`src/rtl/rcsar_pkg.sv`:
```
package rcsar_pkg;

    typedef enum logic {
        SQ_IDLE = 1'b0,
        SQ_RUN  = 1'b1
    } sq_state_e;

endpackage

```
`src/rtl/rcsar_sync.sv`:
```
module rcsar_sync #(
    parameter int STAGES = 2
) (
    input  logic clk_i,
    input  logic rst_ni,
    input  logic d_i,
    output logic q_o
);

    logic [STAGES-1:0] chain_d;
    logic [STAGES-1:0] chain_q;

    generate
        for (genvar s = 0; s < STAGES; s++) begin : g_stage
            if (s == 0) begin : g_first
                always_comb chain_d[s] = d_i;
            end else begin : g_next
                always_comb chain_d[s] = chain_q[s-1];
            end
        end
    endgenerate

    always_ff @(posedge clk_i or negedge rst_ni) begin
        if (!rst_ni) begin
            chain_q <= '0;
        end else begin
            chain_q <= chain_d;
        end
    end

    assign q_o = chain_q[STAGES-1];

endmodule

```
`src/rtl/rcsar_timer.sv`:
```
module rcsar_timer #(
    parameter int RES_BITS = 8,
    parameter int BASE_CNT = 8,
    parameter int IDX_W    = 3
) (
    input  logic             clk_i,
    input  logic             rst_ni,
    input  logic             load_i,
    input  logic [IDX_W-1:0] load_idx_i,
    output logic             last_o
);

    localparam int CNT_W = $clog2(BASE_CNT + 1) + RES_BITS;
    localparam logic [CNT_W-1:0] BASE_V = CNT_W'(BASE_CNT);

    logic [CNT_W-1:0] cnt_d;
    logic [CNT_W-1:0] cnt_q;

    always_comb begin
        cnt_d = cnt_q;
        if (load_i) begin
            cnt_d = BASE_V << load_idx_i;
        end else if (cnt_q != '0) begin
            cnt_d = cnt_q - CNT_W'(1);
        end
    end

    always_ff @(posedge clk_i or negedge rst_ni) begin
        if (!rst_ni) begin
            cnt_q <= '0;
        end else begin
            cnt_q <= cnt_d;
        end
    end

    assign last_o = (cnt_q == CNT_W'(1));

endmodule

```
`src/rtl/rcsar_seq.sv`:
```
module rcsar_seq
    import rcsar_pkg::*;
#(
    parameter int RES_BITS = 8,
    parameter int CH_W     = 2,
    parameter int IDX_W    = 3
) (
    input  logic                clk_i,
    input  logic                rst_ni,
    input  logic                start_i,
    input  logic [CH_W-1:0]     sel_i,
    input  logic                cmp_i,
    input  logic                last_i,
    output logic                load_o,
    output logic [IDX_W-1:0]    load_idx_o,
    output logic [CH_W-1:0]     act_ch_o,
    output logic                drive_o,
    output logic                busy_o,
    output logic                done_o,
    output logic [RES_BITS-1:0] code_o,
    output logic [CH_W-1:0]     chan_o
);

    localparam logic [IDX_W-1:0] MSB_IDX = IDX_W'(RES_BITS - 1);

    typedef struct packed {
        sq_state_e             state;
        logic [IDX_W-1:0]      idx;
        logic [RES_BITS-1:0]   bits;
        logic                  drv;
        logic                  done;
        logic [RES_BITS-1:0]   code;
        logic [CH_W-1:0]       ch_act;
        logic [CH_W-1:0]       ch_res;
    } seq_t;

    seq_t seq_d;
    seq_t seq_q;

    always_comb begin
        seq_d      = seq_q;
        seq_d.done = 1'b0;
        load_o     = 1'b0;
        load_idx_o = seq_q.idx;
        case (seq_q.state)
            SQ_IDLE: begin
                if (start_i) begin
                    seq_d.state  = SQ_RUN;
                    seq_d.idx    = MSB_IDX;
                    seq_d.bits   = '0;
                    seq_d.drv    = 1'b1;
                    seq_d.ch_act = sel_i;
                    load_o       = 1'b1;
                    load_idx_o   = MSB_IDX;
                end
            end
            SQ_RUN: begin
                if (last_i) begin
                    seq_d.bits[seq_q.idx] = cmp_i;
                    if (seq_q.idx == '0) begin
                        seq_d.state  = SQ_IDLE;
                        seq_d.drv    = 1'b0;
                        seq_d.done   = 1'b1;
                        seq_d.code   = seq_d.bits;
                        seq_d.ch_res = seq_q.ch_act;
                    end else begin
                        seq_d.idx  = seq_q.idx - IDX_W'(1);
                        seq_d.drv  = cmp_i;
                        load_o     = 1'b1;
                        load_idx_o = seq_q.idx - IDX_W'(1);
                    end
                end
            end
            default: seq_d.state = SQ_IDLE;
        endcase
    end

    always_ff @(posedge clk_i or negedge rst_ni) begin
        if (!rst_ni) begin
            seq_q <= '{state: SQ_IDLE, default: '0};
        end else begin
            seq_q <= seq_d;
        end
    end

    assign act_ch_o = seq_q.ch_act;
    assign drive_o  = seq_q.drv;
    assign busy_o   = (seq_q.state == SQ_RUN);
    assign done_o   = seq_q.done;
    assign code_o   = seq_q.code;
    assign chan_o   = seq_q.ch_res;

endmodule

```
`src/rtl/rcsar_ctrl.sv`:
```
module rcsar_ctrl #(
    parameter int RES_BITS    = 8,
    parameter int NUM_CH      = 4,
    parameter int BASE_CNT    = 8,
    parameter int SYNC_STAGES = 2,
    parameter int CH_W        = (NUM_CH > 1) ? $clog2(NUM_CH) : 1
) (
    input  logic                clk_i,
    input  logic                rst_ni,
    input  logic                start_i,
    input  logic [CH_W-1:0]     sel_i,
    input  logic [NUM_CH-1:0]   cmp_i,
    output logic                drive_o,
    output logic [RES_BITS-1:0] code_o,
    output logic [CH_W-1:0]     chan_o,
    output logic                busy_o,
    output logic                done_o
);

    localparam int IDX_W = (RES_BITS > 1) ? $clog2(RES_BITS) : 1;
    localparam int PAD_W = 2 ** CH_W;

    logic [CH_W-1:0]  act_ch;
    logic [PAD_W-1:0] cmp_pad;
    logic             cmp_mux;
    logic             cmp_sync;
    logic             last;
    logic             load;
    logic [IDX_W-1:0] load_idx;

    assign cmp_pad = PAD_W'(cmp_i);
    assign cmp_mux = cmp_pad[act_ch];

    rcsar_sync #(
        .STAGES (SYNC_STAGES)
    ) u_sync (
        .clk_i  (clk_i),
        .rst_ni (rst_ni),
        .d_i    (cmp_mux),
        .q_o    (cmp_sync)
    );

    rcsar_timer #(
        .RES_BITS (RES_BITS),
        .BASE_CNT (BASE_CNT),
        .IDX_W    (IDX_W)
    ) u_timer (
        .clk_i      (clk_i),
        .rst_ni     (rst_ni),
        .load_i     (load),
        .load_idx_i (load_idx),
        .last_o     (last)
    );

    rcsar_seq #(
        .RES_BITS (RES_BITS),
        .CH_W     (CH_W),
        .IDX_W    (IDX_W)
    ) u_seq (
        .clk_i      (clk_i),
        .rst_ni     (rst_ni),
        .start_i    (start_i),
        .sel_i      (sel_i),
        .cmp_i      (cmp_sync),
        .last_i     (last),
        .load_o     (load),
        .load_idx_o (load_idx),
        .act_ch_o   (act_ch),
        .drive_o    (drive_o),
        .busy_o     (busy_o),
        .done_o     (done_o),
        .code_o     (code_o),
        .chan_o     (chan_o)
    );

endmodule

```
`config.mk`:
```
export PLATFORM = sky130hd
export DESIGN_NAME = rcsar_ctrl
export DESIGN_NICKNAME = d
export VERILOG_FILES = /design/src/rtl/rcsar_pkg.sv /design/src/rtl/rcsar_sync.sv /design/src/rtl/rcsar_timer.sv /design/src/rtl/rcsar_seq.sv /design/src/rtl/rcsar_ctrl.sv
export SDC_FILE = /design/constraint.sdc
export NUM_CORES = 1
export LEC_CHECK = 0
export BUFFER_PORTS_ARGS = -buffer_cell sky130_fd_sc_hd__buf_2
export CAP_MARGIN = 10
export CORE_UTILIZATION = 50
export CTS_CLUSTER_SIZE = 10
export DETAILED_ROUTE_END_ITERATION = 8
export PLACE_DENSITY_LB_ADDON = 0.15
export RECOVER_POWER = 50
export SLEW_MARGIN = 20
export SYNTH_ARGS = -nofsm -noshare
export SYNTH_HDL_FRONTEND = slang
export SYNTH_HIERARCHICAL = 1
export SYNTH_SLANG_ARGS = --single-unit
export TNS_END_PERCENT = 50
```
`constraint.sdc`:
```
create_clock -name clk_i -period 7.2 [get_ports clk_i]
set_input_delay 1.08 -clock clk_i [delete_from_list [all_inputs] [get_ports clk_i]]
set_output_delay 1.08 -clock clk_i [all_outputs]
set_load 0.02 [all_outputs]
```
==> results.toml, run 1 <==
[run_status]
status = "finished, violations left"
violations = "capacitance limit, slew limit"

[synth]
synthFlopType = "dfrtp_1"
synthSimpleGateAreaFrac = 0.184
ys_seq_elements = 40
synth_cell_type_count = 56
synth_edf_count = 0
syn_area_um2 = 2270
synth_top_family_by_area = "simple AND/OR/NAND/NOR gates"
ys_seq_area_frac = 0.441
synthMuxAreaShare = 0.104
ys_async_sr_fraction = 1.00
synth-compound-area-share = 0.141
synth_nets = 216
synthCells = 202
yosys.area_share.adder = 0.0275
synth_xor_xnor_area_share = 0.0116
yosysWarnings = 6
synth.avg_cell_area_um2 = 11.2

[detailed_routing]
dr.first_iter.drc_count = 60
ant_nets = 0
vias_per_cell = 5.66
finalWirelength_um = 3910
dr.pass1.iters = 4
drc = 0
detail_route.wl_per_cell_um = 15.0
num_vias = 1478

[finish]
finalNonFillerCells = 261
antennaDiodeCount = 0
drive_above_1_share = 0.263
final_nets = 222
design_area_um2 = 2340
area_delta_synth_final_pct = 2.98
final_cell_mix = "dfrtp_1 (40), buf_2 (18), nor2_1 (15)"
post-route-util = 0.537
layout_commonest_cell = "dfrtp_1"

[clocking]
cts_buffers = 5
cts_tree = "built"
cts_root_buf = "clkbuf_8"
ctsHoldBuffers = 0
h-tree-depth = 2
clkSinkCount = 40
clk_path_buf_depth = 2
cts_resized = 0
post_cts_buffers = 0
clk_latency_ns = 0.29
clk_pin_slew_ns = 0.07

[sta]
tightestPinTransition_ns = 2.05
fmax_ghz = 0.317
fin_crit_ns = 3.16
setup_viol_count_final = 0
period_share = 0.438
relSlewSlack = -0.367
setup-tns-final_ns = 0
hold_viol = 0
maxSlewViolCount = 41
rsz0062_at_grt = "no"
fin_worst_skew_ns = 0.00793

[hold_path]
hold_path_depth = 0
worst_hold_startpoint = "u_sync/chain_q[0]$_DFF_PN0_"
hold_path_class = "register to register"

[grt]
grt_first_pass_wirelength_um = 7030
overflow = 0
antenna_found_initial = 0
grt_max_degree = 41
grt_pass1_vias = 1491
grt_usage = 0.180

[placement]
dp.cells = 253
port_buffers = 21
placement.cell_area_um2 = 2260
gp_congestion = 0.869
dp_hpwl_um = 2740

[critical_path]
r2r-start = "u_timer/cnt_q[7]$_DFFE_PN0P_"
reg2reg_depth = 8
crit_start = "u_timer/cnt_q[7]$_DFFE_PN0P_"
critPathCaptureType = "register"
r2r_setup_slack_ns = 4.04
critical_path_required_ns = 7.36
start_kind = "register"
worstSetupPathType = "register to register"
cp.arrival_ns = 3.32
worstPathMaxFanout = 10

[power]
leakagePower_nw = 1.03
ir_drop_mv = 0.179
power.density_nw_per_um2 = 242

[die]
core_um2 = 4350
dieArea_um2 = 4820
ios = 22
dieWidth_um = 69.4
fp.dieH_um = 69.4
placementRows = 24
start_util = 0.522

[run]
maxCapViolations = 1
[cell families (layout without fill, tap and decap cells)]
| family | Yosys count | after routing |
|---|---|---|
| AND/OR/NAND/NOR | 61 | 61 |
| AO/OA/AOI/OAI | 44 | 44 |
| flip-flops | 40 | 40 |
| buffers and inverters | 30 | 37 |
| multiplexers | 19 | 19 |
| adder cells (fa/ha/maj) | 5 | 5 |
| XOR/XNOR | 3 | 3 |
[synth_stat cells (2+ instances only)]
library cell / count / area share
dfrtp_1: 40 / 0.44
nor2_1: 15 / 0.025
buf_4: 12 / 0.040
mux2i_1: 9 / 0.040
o21ai_0: 9 / 0.020
a22o_1: 8 / 0.031
inv_1: 8 / 0.013
mux2_4: 6 / 0.040
a21oi_2: 5 / 0.019
ha_1: 5 / 0.028
nand3_1: 5 / 0.011
a21oi_1: 4 / 0.0088
buf_6: 4 / 0.020
nor2_2: 4 / 0.011
and3b_1: 3 / 0.012
mux2_2: 3 / 0.015
nand2_1: 3 / 0.0050
nand3b_1: 3 / 0.0099
nand4_1: 3 / 0.0083
nor3_1: 3 / 0.0066
nor3b_1: 3 / 0.0099
nor3b_2: 3 / 0.017
o21ai_1: 3 / 0.0066
a311oi_1: 2 / 0.0077
and3_1: 2 / 0.0055
buf_1: 2 / 0.0033
buf_2: 2 / 0.0044
nor4_4: 2 / 0.019
o31ai_1: 2 / 0.0066
o41ai_1: 2 / 0.0077
xor2_1: 2 / 0.0077
[critical path, cell delays in order (launching register included)]
cell and delay [ns]:
dfrtp_1 0.41, nor4_1 0.76, and4_1 0.41, nand2_2 0.16, a21oi_2 0.33, mux2i_1 0.48
nor2_1 0.08, a311oi_1 0.31, o21ai_1 0.11
[through the flow]
step                      total power, W  hold WS [ns]  worst slack [ns]
after CTS                       0.000577         0.361              4.44
final                           0.000565         0.362              4.04
after global routing            0.000604         0.382              3.79
after detailed placement        0.000422         0.343              4.45
after floorplan                 0.000390         0.331              4.66
after global placement          0.000415         0.334              4.51
[cell type report]
cell class                      instances  area (um^2)
Sequential cell                        40         1000
Clock buffer                            6         82.6
Inverter                                8         30.0
Fill cell                             391         2020
Tap cell                               52         65.1
Timing Repair Buffer                   21          101
Clock inverter                          2         10.0
Multi-Input combinational cell        132         1050
[per-layer routing]
metal  part of all wire  wire (um)  track usage
met1               0.46       1800        0.236
met5                  0          0            0
met3              0.024         94       0.0392
met4              0.010         40       0.0454
met2               0.51       1980        0.303
[power by group]
group          switching, W  internal, W  leakage [nW]
logic             0.0000588    0.0000570         0.476
registers         0.0000444     0.000255         0.502
clock network     0.0000736    0.0000764        0.0510
total              0.000177     0.000388          1.03
[state kept, by name, summed over array words and instances, names as in the netlist]
name	flops
u_timer/cnt_q	12
u_seq/seq_q	11
u_seq/busy_o	1
u_seq/drive_o	1
u_seq/code_o	8
u_sync/chain_q	2
u_seq/act_ch_o	2
u_seq/chan_o	2
u_seq/done_o	1
[path summary, 6_finish.rpt]
| check | endpoint |
|---|---|
| worst max-delay path | u_timer/cnt_q[7]$_DFFE_PN0P_ |
| worst min-delay path | u_sync/chain_q[1]$_DFF_PN0_ |
| worst max register to register | u_timer/cnt_q[7]$_DFFE_PN0P_ |
| worst min register to register | u_sync/chain_q[1]$_DFF_PN0_ |
| max in group asynchronous | u_timer/cnt_q[10]$_DFFE_PN0P_ |
| min in group asynchronous | u_seq/code_o[0]$_DFFE_PN0P_ |
Power figures use the tool's default switching activity.
==> run 2, diff against run 1 <==
--- a/config.mk
+++ b/config.mk
@@ -5,6 +5,7 @@
 export SDC_FILE = /design/constraint.sdc
 export NUM_CORES = 1
 export LEC_CHECK = 0
+export ABC_AREA = 1
 export BUFFER_PORTS_ARGS = -buffer_cell sky130_fd_sc_hd__buf_2
 export CAP_MARGIN = 10
 export CORE_UTILIZATION = 50
==> constraint.sdc (replaced) <==
create_clock -name clk_i -period 2.8 [get_ports clk_i]
set_input_delay 0.42 -clock clk_i [delete_from_list [all_inputs] [get_ports clk_i]]
set_output_delay 0.42 -clock clk_i [all_outputs]
set_load 0.02 [all_outputs]
==> results.toml, run 2 <==
[grt]
grt_usage = 0.204
grt_first_pass_wirelength_um = 8100
grt_max_degree = 41
overflow = 0
antenna_found_initial = 0
grt_pass1_vias = 1793

[synth]
synth_top_cell_by_area = "dfrtp_1"
yosysWarnings = 6
syn_area_um2 = 2460
synthCells = 330
ys_async_sr_fraction = 1.00
synth_edf_count = 0
synth_most_common_cell = "nand2_1"
ys_seq_area_frac = 0.406
ys_seq_elements = 40
netlist.area_leader.share = 0.406
synth_nets = 344
synth.avg_cell_area_um2 = 7.47
synth_area_leaders = "dfrtp_1 (41%), nand2_1 (16%), nand3_1 (7.7%)"
netlist_top_cells_count = "nand2_1 (102), inv_1 (43), dfrtp_1 (40)"
synthFlopType = "dfrtp_1"
synth_cell_type_count = 27

[die]
dieWidth_um = 72.2
placementRows = 25
core_um2 = 4720
dieArea_um2 = 5210
start_util = 0.522
ios = 22
fp.dieH_um = 72.2

[sta]
rsz0062_at_grt = "no"
tightestPinTransition_ns = 2.10
fin_crit_ns = 2.38
maxSlewViolCount = 41
fin_worst_skew_ns = 0.00545
relSlewSlack = -0.398
hold_viol = 0
fmax_ghz = 0.421
setup_viol_count_final = 0
setup-tns-final_ns = 0
period_share = 0.848

[finish]
seq_area_um2 = 1000
fillers = 463
post-route-util = 0.557
area_delta_synth_final_pct = 6.75
multiInputGateArea_um2 = 1120
largest_register = "u_timer/cnt_q"
layout_commonest_cell = "nand2_1"
largest_register_ffs = 12
final_cell_mix = "nand2_1 (102), inv_1 (43), dfrtp_1 (40)"
final_nets = 354
antennaDiodeCount = 0
drive_above_1_share = 0.185

[detailed_routing]
vias_per_cell = 4.85
ant_nets = 0
dr.first_iter.drc_count = 98
dr.pass1.iters = 5
num_vias = 1977
detail_route.wl_per_cell_um = 11.5
drc = 0
finalWirelength_um = 4690

[power]
p_sw_frac = 0.211
power.density_nw_per_um2 = 425
ir_drop_mv = 0.248
leakagePower_nw = 1.44
p_int_w = 0.000882
comb_power_share = 0.026
pwr-share-seq = 0.524
p_switching_w = 0.000235
clockPowerShare = 0.450

[clocking]
cts_root_buf = "clkbuf_8"
cts_resized = 0
post_cts_buffers = 0
clk_path_buf_depth = 2
cts_buffers = 5
clk_pin_slew_ns = 0.08
cts_tree = "built"
clk_latency_ns = 0.30
ctsHoldBuffers = 0
h-tree-depth = 2
clkSinkCount = 40

[critical_path]
critical_path_required_ns = 3.04
critPathCaptureType = "register"
worstSetupPathType = "register to register"
cp.arrival_ns = 2.62
start_kind = "register"
worstPathMaxFanout = 10

[placement]
gp_congestion = 0.883
dp_hpwl_um = 3460
port_buffers = 21

[hold_path]
hold_path_class = "input pin to register"

[run_status]
status = "finished, violations left"
violations = "capacitance limit, slew limit"

[run]
maxCapViolations = 1
[run 2: cell count changes after synthesis, sizes merged, moves of 8 or more]
cell | before | now
inv | 8 | 52
mux2 | 9 | 0
nor2 | 19 | 29
mux2i | 9 | 0
nand2 | 4 | 108
nand3 | 5 | 41
a22o | 8 | 0
[run 2: kinds of logic after synthesis]
kind of cell / count (synthesis) / synth area share
AO/OA/AOI/OAI: 23 / 0.0584
AND/OR/NAND/NOR: 188 / 0.360
buffers and inverters: 71 / 0.139
adder cells (fa/ha/maj): 5 / 0.0254
flip-flops: 40 / 0.406
XOR/XNOR: 3 / 0.0107
[run 2: worst max-delay path, stage by stage, from the launching register on]
cell	delay (ns)
dfrtp_1	0.40
nor2_1	0.13
nand3_1	0.15
nor2_4	0.16
and3_1	0.24
nand2_2	0.13
inv_4	0.15
nand2_2	0.08
nand2_1	0.08
buf_4	0.20
inv_2	0.13
nor2_2	0.15
and3_1	0.17
o21ai_1	0.07
nand2_1	0.07
[run 2: layout make-up]
class | instances | share of cell area
Clock buffer | 6 | 0.0314
Clock inverter | 2 | 0.0147
Inverter | 52 | 0.0752
Multi-Input combinational cell | 219 | 0.425
Sequential cell | 40 | 0.381
Tap cell | 67 | 0.0319
Timing Repair Buffer | 22 | 0.0414
[run 2: metrics by stage]
| stage | area [um^2] | hold slack [ns] | setup WS (ns) | power, W | instances |
|---|---|---|---|---|---|
| after floorplan | 2460 | 0.124 | 0.740 | 0.000610 | 330 |
| after detailed placement | 2510 | 0.339 | 0.454 | 0.000629 | 400 |
| after global placement | 2510 | 0.333 | 0.513 | 0.000628 | 400 |
| after global routing | 2630 | 0.332 | 0.219 | 0.00117 | 408 |
| after CTS | 2640 | 0.281 | 0.433 | 0.00114 | 408 |
| final | 2630 | 0.325 | 0.424 | 0.00112 | 408 |
[run 2: power groups by stage]
| stage | Sequential, W | Combinational [W] | Clock, W |
|---|---|---|---|
| after detailed placement | 0.000598 | 0.0000311 | 0 |
| after CTS | 0.000586 | 0.0000312 | 0.000521 |
| after global placement | 0.000597 | 0.0000305 | 0 |
| after global routing | 0.000587 | 0.0000352 | 0.000545 |
| final | 0.000586 | 0.0000290 | 0.000502 |
| after floorplan | 0.000596 | 0.0000146 | 0 |
[run 2: path summary, 6_finish.rpt]
path	start	end	slack, ns	cells past startpoint
max	u_timer/cnt_q[10]$_DFFE_PN0P_	u_timer/cnt_q[5]$_DFFE_PN0P_	0.42	14
min reg2reg	u_sync/chain_q[0]$_DFF_PN0_	u_sync/chain_q[1]$_DFF_PN0_	0.35	0
min	sel_i[0]	u_seq/act_ch_o[0]$_DFFE_PN0P_	0.32	3
max in group asynchronous	rst_ni	u_timer/cnt_q[11]$_DFFE_PN0P_	0.88	1
max reg2reg	u_timer/cnt_q[10]$_DFFE_PN0P_	u_timer/cnt_q[5]$_DFFE_PN0P_	0.42	14
min in group asynchronous	rst_ni	u_timer/cnt_q[5]$_DFFE_PN0P_	0.73	1
[run 2: layer usage]
layer | global-route usage | part of all wire | vias up
met5 | 0 | 0 | -
met4 | 0.0893 | 0.016 | 0
met3 | 0.0542 | 0.052 | 7
met2 | 0.292 | 0.42 | 53
met1 | 0.289 | 0.51 | 885
li1 | - | - | 1032
==> run 3, diff against run 2 <==
==> constraint.sdc (replaced) <==
create_clock -name clk_i -period 2.45 [get_ports clk_i]
set_input_delay 0.3675 -clock clk_i [delete_from_list [all_inputs] [get_ports clk_i]]
set_output_delay 0.3675 -clock clk_i [all_outputs]
set_load 0.02 [all_outputs]
==> results.toml, run 3 (synthesis gave the netlist of run 2 again) <==
[finish]
design_area_um2 = 2670
seq_area_um2 = 1000
final_nets = 358
largest_register_ffs = 12
largest_register = "u_timer/cnt_q"
drive_above_1_share = 0.201
layout_commonest_cell = "nand2_1"
area_delta_synth_final_pct = 8.48
final_cell_mix = "nand2_1 (102), inv_1 (43), dfrtp_1 (40)"
fillers = 466
antennaDiodeCount = 0
multiInputGateArea_um2 = 1120

[grt]
grt_max_degree = 41
overflow = 0
grt_usage = 0.206
antenna_found_initial = 0
grt_pass1_vias = 1774
grt_first_pass_wirelength_um = 8270

[power]
clockPowerShare = 0.471
power.density_nw_per_um2 = 498
leakagePower_nw = 1.46
comb_power_share = 0.025
ir_drop_mv = 0.284
p_sw_frac = 0.191
p_int_w = 0.00108
pwr-share-seq = 0.504
p_switching_w = 0.000255
power_w = 0.00133

[detailed_routing]
detail_route.wl_per_cell_um = 11.6
finalWirelength_um = 4770
dr.pass1.iters = 4
ant_nets = 0
wl_met1_um = 2440
vias_per_cell = 4.83
drc = 0
num_vias = 1985
dr.first_iter.drc_count = 166
top_layer = "met4"
wl_met2_um = 2090
met3_length_um = 203

[critical_path]
r2r_setup_slack_ns = 0.21
critical_path_required_ns = 2.68
worstSetupPathType = "register to register"
worstPathMaxFanout = 10
r2r-start = "u_timer/cnt_q[4]$_DFFE_PN0P_"
critPathCaptureType = "register"
reg2reg_depth = 14
cp.arrival_ns = 2.47
r2r-end = "u_timer/cnt_q[5]$_DFFE_PN0P_"
start_kind = "register"

[sta]
fin_crit_ns = 2.24
tightestPinTransition_ns = 0.990
setup-tns-final_ns = 0
relSlewSlack = 0.340
period_share = 0.915
maxSlewViolCount = 0
fmax_ghz = 0.446
rsz0062_at_grt = "no"
hold_viol = 0
fin_worst_skew_ns = 0.00577
setup_viol_count_final = 0

[die]
core_um2 = 4720
placementRows = 25
fp.dieH_um = 72.2
ios = 22
start_util = 0.522
dieWidth_um = 72.2
dieArea_um2 = 5210

[placement]
dp_hpwl_um = 3490
port_buffers = 21
gp_congestion = 0.888
placement.cell_area_um2 = 2540

[run]
maxCapViolations = 0

[clocking]
clk_pin_slew_ns = 0.08
h-tree-depth = 2
post_cts_buffers = 0
cts_buffers = 5
clk_latency_ns = 0.29
clk_path_buf_depth = 2
cts_root_buf = "clkbuf_8"
cts_tree = "built"
clkSinkCount = 40

[hold_path]
hold_path_class = "input pin to asynchronous set/reset pin"

[run_status]
status = "complete, no violations"
==> run 3: what timing repair did <==
item | 4_1_cts | 5_1_grt
resized for setup | 0 | 3
hold buffers | 0 | 0
endpoints found under the setup margin | 0 | 7
==> run 3: worst max-delay path by stage <==
stage                                              from                      endpoint  cells after the start
after global placement    u_timer/cnt_q[10]$_DFFE_PN0P_  u_timer/cnt_q[9]$_DFFE_PN0P_                     14
after detailed placement  u_timer/cnt_q[10]$_DFFE_PN0P_  u_timer/cnt_q[5]$_DFFE_PN0P_                     14
after global routing       u_timer/cnt_q[9]$_DFFE_PN0P_  u_timer/cnt_q[8]$_DFFE_PN0P_                     14
final                      u_timer/cnt_q[4]$_DFFE_PN0P_  u_timer/cnt_q[5]$_DFFE_PN0P_                     14
after CTS                 u_timer/cnt_q[10]$_DFFE_PN0P_  u_timer/cnt_q[5]$_DFFE_PN0P_                     14
after floorplan            u_timer/cnt_q[2]$_DFFE_PN0P_  u_timer/cnt_q[5]$_DFFE_PN0P_                     14
==> run 3: layer usage <==
layer  vias up  track usage
met3         4       0.0417
li1       1035            -
met2        44        0.307
met5         -            0
met4         0       0.0588
met1       902        0.302
==> run 3: final cells by class <==
type                       count  area share
clock buffer                   5      0.0257
sequential                    40       0.375
multi-input combinational    219       0.419
tap                           67      0.0314
inverter                      52      0.0740
clock inverter                 2      0.0225
timing repair buffer          26      0.0524
==> run 3: worst max-delay path: stages, from the launching register on <==
cell and delay (ns):
dfrtp_1 0.47, nor2_4 0.16, nand2_2 0.09, inv_2 0.11, and3_2 0.23, nand2_2 0.11
inv_4 0.08, nand2_2 0.06, nand2_1 0.08, buf_4 0.19, inv_2 0.13, nor2_2 0.16
and3_1 0.18, o21ai_1 0.07, nand2_1 0.06
==> run 3: power groups by stage <==
stage | clock network [W] | registers (W) | logic [W]
after detailed placement | 0 | 0.000683 | 0.0000351
after global placement | 0 | 0.000683 | 0.0000348
after global routing | 0.000671 | 0.000671 | 0.0000402
after CTS | 0.000646 | 0.000670 | 0.0000354
after floorplan | 0 | 0.000681 | 0.0000167
final | 0.000627 | 0.000670 | 0.0000336
==> run 3: per-stage QoR <==
step	util	hold slack [ns]	instances	setup slack (ns)
after global routing	0.566	0.288	411	0.0251
after detailed placement	0.539	0.339	404	0.205
after CTS	0.566	0.225	411	0.174
after global placement	0.539	0.339	404	0.268
after floorplan	-	0.0719	330	0.390
final	0.566	0.227	411	0.208
